===== src/rtl/cal_trigger_seq.sv =====
module cal_trigger_seq #(
  parameter int LOW_MIN    = 4,
  parameter int HIGH_MIN   = 3,
  parameter int RUN_CYCLES = 10
) (
  input  logic clk,
  input  logic rst_n,
  input  logic cal_pin,
  input  logic cal_bit,
  input  logic pwr_down,
  output logic cal_run,
  output logic cal_start
);

  localparam int LW = $clog2(LOW_MIN + 1);
  localparam int HW = $clog2(HIGH_MIN + 1);
  localparam int RW = $clog2(RUN_CYCLES + 1);
  localparam logic [LW-1:0] LO_FULL  = LW'(LOW_MIN);
  localparam logic [HW-1:0] HI_LAST  = HW'(HIGH_MIN - 1);
  localparam logic [RW-1:0] RUN_LAST = RW'(RUN_CYCLES - 1);

  typedef enum logic {S_IDLE, S_RUN} state_t;

  state_t        state;
  logic [LW-1:0] lo_cnt;
  logic [HW-1:0] hi_cnt;
  logic [RW-1:0] run_cnt;
  logic          req;
  logic          armed;

  assign req     = cal_pin | cal_bit;
  assign armed   = (lo_cnt == LO_FULL);
  assign cal_run = (state == S_RUN);

  always_ff @(posedge clk) begin
    if (!rst_n || pwr_down) begin
      state     <= S_IDLE;
      lo_cnt    <= '0;
      hi_cnt    <= '0;
      run_cnt   <= '0;
      cal_start <= 1'b0;
    end else begin
      cal_start <= 1'b0;
      case (state)
        S_IDLE: begin
          if (!req) begin
            hi_cnt <= '0;
            if (hi_cnt != '0)
              lo_cnt <= LW'(1);
            else if (!armed)
              lo_cnt <= lo_cnt + 1'b1;
          end else if (armed) begin
            if (hi_cnt == HI_LAST) begin
              state     <= S_RUN;
              cal_start <= 1'b1;
              lo_cnt    <= '0;
              hi_cnt    <= '0;
              run_cnt   <= '0;
            end else begin
              hi_cnt <= hi_cnt + 1'b1;
            end
          end else begin
            lo_cnt <= '0;
            hi_cnt <= '0;
          end
        end
        default: begin
          if (run_cnt == RUN_LAST) begin
            state   <= S_IDLE;
            run_cnt <= '0;
          end else begin
            run_cnt <= run_cnt + 1'b1;
          end
        end
      endcase
    end
  end

  p_start_one_cycle_r3: assert property (@(posedge clk) disable iff (!rst_n)
    cal_start |=> !cal_start);

  p_start_in_run_r3: assert property (@(posedge clk) disable iff (!rst_n)
    cal_start |-> cal_run);

  p_rise_has_start_r3: assert property (@(posedge clk) disable iff (!rst_n)
    $rose(cal_run) |-> cal_start);

  p_launch_needs_arm_r2: assert property (@(posedge clk) disable iff (!rst_n)
    cal_start |-> ($past(req) && $past(armed) && !$past(pwr_down)));

  p_run_holds_r4: assert property (@(posedge clk) disable iff (!rst_n)
    (cal_run && run_cnt != RUN_LAST && !pwr_down) |=> cal_run);

  p_run_ends_r4: assert property (@(posedge clk) disable iff (!rst_n)
    (cal_run && run_cnt == RUN_LAST) |=> !cal_run);

  p_pd_abort_r7: assert property (@(posedge clk) disable iff (!rst_n)
    pwr_down |=> (!cal_run && !cal_start));

  p_no_arm_in_run_r6: assert property (@(posedge clk) disable iff (!rst_n)
    cal_run |-> (lo_cnt == '0));

  always_comb begin
    if (rst_n) p_lo_bound_r2: assert (lo_cnt <= LO_FULL);
  end

endmodule


===== config.mk =====
export PLATFORM = sky130hd
export DESIGN_NAME = cal_trigger_seq
export DESIGN_NICKNAME = d
export VERILOG_FILES = /design/src/rtl/cal_trigger_seq.sv
export SDC_FILE = /design/constraint.sdc
export NUM_CORES = 1
export LEC_CHECK = 0
export CAP_MARGIN = 15
export CORE_AREA = 10 10 47 49
export CTS_CLUSTER_DIAMETER = 150
export DETAILED_ROUTE_END_ITERATION = 8
export DIE_AREA = 0 0 57 59
export GPL_TIMING_DRIVEN = 0
export PLACE_DENSITY_LB_ADDON = 0.3
export SLEW_MARGIN = 20
export SYNTH_ARGS = -nofsm -noshare
export SYNTH_HDL_FRONTEND = slang
export SYNTH_SLANG_ARGS = --single-unit

===== constraint.sdc =====
create_clock -name clk -period 2.3 [get_ports clk]
set_input_delay 0.345 -clock clk [delete_from_list [all_inputs] [get_ports clk]]
set_output_delay 0.345 -clock clk [all_outputs]
set_load 0.005 [all_outputs]

==> PnR_summary.wiki <==
{| class="wikitable"
! Metric !! Value
|-
| Outcome || finished, final reports clean
|-
| Antenna-violating nets left || 0
|-
| Post-Synthesis Cell Area || 543 sq um
|-
| Clock root buffer master || sky130_fd_sc_hd__clkbuf_4
|-
| Setup total negative slack || 0 ns
|-
| Final count of pins violating max slew || 0
|-
| Detailed-route vias per instance || 5.33
|-
| Wirelength, routed || 1030 um
|-
| Critical path data required time || 1.96 ns
|-
| Worst Reg2Reg Path Length in Cells || 6
|-
| Maximum clock frequency || 0.595 GHz
|-
| Critical Path AT || 1.34 ns
|-
| Mean post-synth cell area || 8.76 sq um
|-
| Ordered cell list for the critical path || clkdlybuf4s50_1
|-
| DR iter-0 viols || 4
|-
| All-Layer GR Usage || 7.13%
|-
| Setup bufs post-CTS || 0
|-
| Maximum clock insertion buffer count || 2
|-
| Instance count after placement with tap cells included || 84
|-
| Met2 routed wirelength || 441 um
|-
| Die extent in y || 59 um
|-
| Clock slew seen by the registers of the worst setup and hold paths || 0.08 ns
|-
| Hold depth || 1
|-
| Cell count along the critical path || 1
|-
| Startpoint of the tightest hold check path || run_cnt[3]$_SDFFE_PP0P_
|-
| Setup skew after layout || 0.00204 ns
|-
| Clock tree sinks || 11
|-
| Final critical-path share of the clock period || 73.1%
|-
| Vias in the first global route || 453
|-
| Initial Utilization || 38.8%
|-
| Library cell with the largest summed area after synthesis || sky130_fd_sc_hd__dfxtp_1
|-
| Peak supply drop || 0.291 mV
|-
| Non-filler cells, final || 88
|-
| Hpwl dp || 749 um
|-
| Cell types occupying the most area after synthesis || sky130_fd_sc_hd__dfxtp_1 41%, sky130_fd_sc_hd__ha_1 9.2%, sky130_fd_sc_hd__nand2_1 5.5%
|-
| Post-synthesis instance total || 62
|-
| Standard cell with the maximum stage delay on the critical path || sky130_fd_sc_hd__clkdlybuf4s50_1
|-
| Area occupied by multi-input gates || 304 sq um
|-
| Largest incremental delay on the critical path || 0.57 ns
|-
| Routed length per placed instance || 11.7 um
|-
| Async SR Flop Fraction || 0%
|-
| Wire length of the first global-routing pass || 1840 um
|-
| Kind of start point of the critical path || register
|-
| Time the worst path needs with I/O delays and setup || 1.68 ns
|-
| Routability cong. || 0.757
|-
| Register area share after synthesis || 40.6%
|-
| Number of nets in the synthesized netlist || 71
|-
| Nature of the critical path endpoint || output port
|-
| Type of the most critical hold path || register to register
|-
| H-tree levels || 1
|-
| Slew at the pin with the worst max-slew slack || 0.430 ns
|-
| Number of rows created at floorplan || 14
|-
| Power density over the cells || 532 mW/mm^2
|-
| Crit path launch || cal_run$_SDFF_PP0_
|-
| Leakage Power || 0.000213 uW
|-
| Register bit total from synthesis || 11
|-
| EDFF count, synth || 0
|-
| Post-route DRC || 0
|-
| Worst-path fanout max || 9
|-
| Buffers added on ports || 6
|-
| Fill count || 142
|-
| Initial antenna violation count || 0
|-
| Number of hold buffers added after cts || 0
|-
| Max Cap Violations || 0
|-
| Die area || 0.00336 sq mm
|-
| Crit path buffers/inverters || 1
|-
| Leading cell type by number of instances after synthesis || sky130_fd_sc_hd__dfxtp_1
|-
| Met1 WL || 513 um
|-
| Met3 layer wire length in the routed design || 51 um
|-
| Maximum number of pins on one net before global-route repair || 11
|-
| Number of cells upsized or downsized after cts || 0
|-
| Clock latency reported for the late side of the worst-skew pair || 0.27 ns
|-
| Top layer reached by signal wires || met4
|-
| RSZ-0062 raised after global routing || no
|-
| Max-slew headroom || 71.3%
|-
| Number of vias in the routed layout || 469
|-
| Layout Area Growth over Synthesis || 19.6%
|-
| TritonCTS clock tree || yes
|-
| Count of endpoints failing hold in the final timing report || 0
|-
| Distinct cells, synth || 28
|-
| I/O pin cnt || 7
|-
| Yosys warnings || 0
|-
| Worst reg2reg startpoint || lo_cnt[0]$_SDFFE_PP0P_
|-
| Number of buffers created by CTS || 3
|-
| DRT Pass-1 Iters || 4
|-
| Fraction of layout cells with a size suffix above 1 || 6.94%
|-
| Flip-flop and latch area || 220 sq um
|-
| Core Box Area || 0.00140 sq mm
|-
| Number of failing setup endpoints in the final timing report || 0
|-
| Chip Width || 57 um
|-
| Area fraction of the dominant cell type after synthesis || 40.6%
|-
| Antenna diodes || 0
|-
| Global route total overflow || 0
|-
| Total number of nets in the final design || 82
|-
| WS Path Type || register to output port
|-
| Synth Flop Type || sky130_fd_sc_hd__dfxtp_1
|-
| Synth cell count leaders || 11 x sky130_fd_sc_hd__dfxtp_1, 8 x sky130_fd_sc_hd__nand2_1, 5 x sky130_fd_sc_hd__nor2_1
|-
| Largest delay contributor family on the critical path || buffers and inverters
|}
==> power by group <==
part | total (uW) | internal (uW) | leakage [uW] | switching [uW]
sequential | 191 | 191 | 0.0000886 | 0.353
combinational | 17.8 | 9.16 | 0.000109 | 8.66
clock | 137 | 67.1 | 0.0000150 | 69.4
==> cell usage in the layout (no fill, tap or decap), drive strengths merged, types with 2 or more instances in the layout <==
cell	synthesis	layout
dfxtp	11	11
nand2	8	8
clkdlybuf4s50	0	6
nor2	5	5
clkbuf	1	5
inv	4	4
ha	4	4
o21ai	3	3
a21oi	3	3
nand2b	2	2
nand3	2	2
o31ai	2	2
==> registers in the layout, summed over array words and instances (netlist names) <==
name,cells
cal_run,1
cal_start,1
hi_cnt,2
lo_cnt,3
run_cnt,4
==> cell type report <==
type                       instances  share of cell area, %
buffer                             1                  0.578
clock buffer                       4                   4.05
inverter                           4                   2.31
multi-input combinational         46                   46.8
sequential                        11                   33.9
tap                               16                   3.08
timing repair buffer               6                   9.25
==> through the flow <==
stage               hold WS [ns]  total power (uW)  instance area [sq um]  worst slack (ns)  utilization (%)
floorplan                  0.455               203                    543             0.933                -
global placement           0.476               213                    623             0.488             44.5
detailed placement         0.483               213                    623             0.481             44.5
CTS                        0.495               350                    649             0.605             46.3
global route               0.524               361                    649             0.545             46.3
finish                     0.502               345                    649             0.620             46.3
==> final timing paths <==
check,slack (ns),to
min,0.50,run_cnt[3]$_SDFFE_PP0P_
max reg2reg,0.83,run_cnt[2]$_SDFFE_PP0P_
max,0.62,cal_run
min reg2reg,0.50,run_cnt[3]$_SDFFE_PP0P_
==> layer usage <==
metal	track usage [%]	vias up
met5	0	-
li1	-	250
met3	3.00	2
met1	7.72	208
met4	8.05	0
met2	9.61	9
==> cell families after synthesis <==
kind of cell             synth area share (%)
AO/OA/AOI/OAI                            23.5
flip-flops                               40.6
AND/OR/NAND/NOR                          23.3
buffers and inverters                    3.45
adder cells (fa/ha/maj)                  9.22
Power figures use the tool's default switching activity.
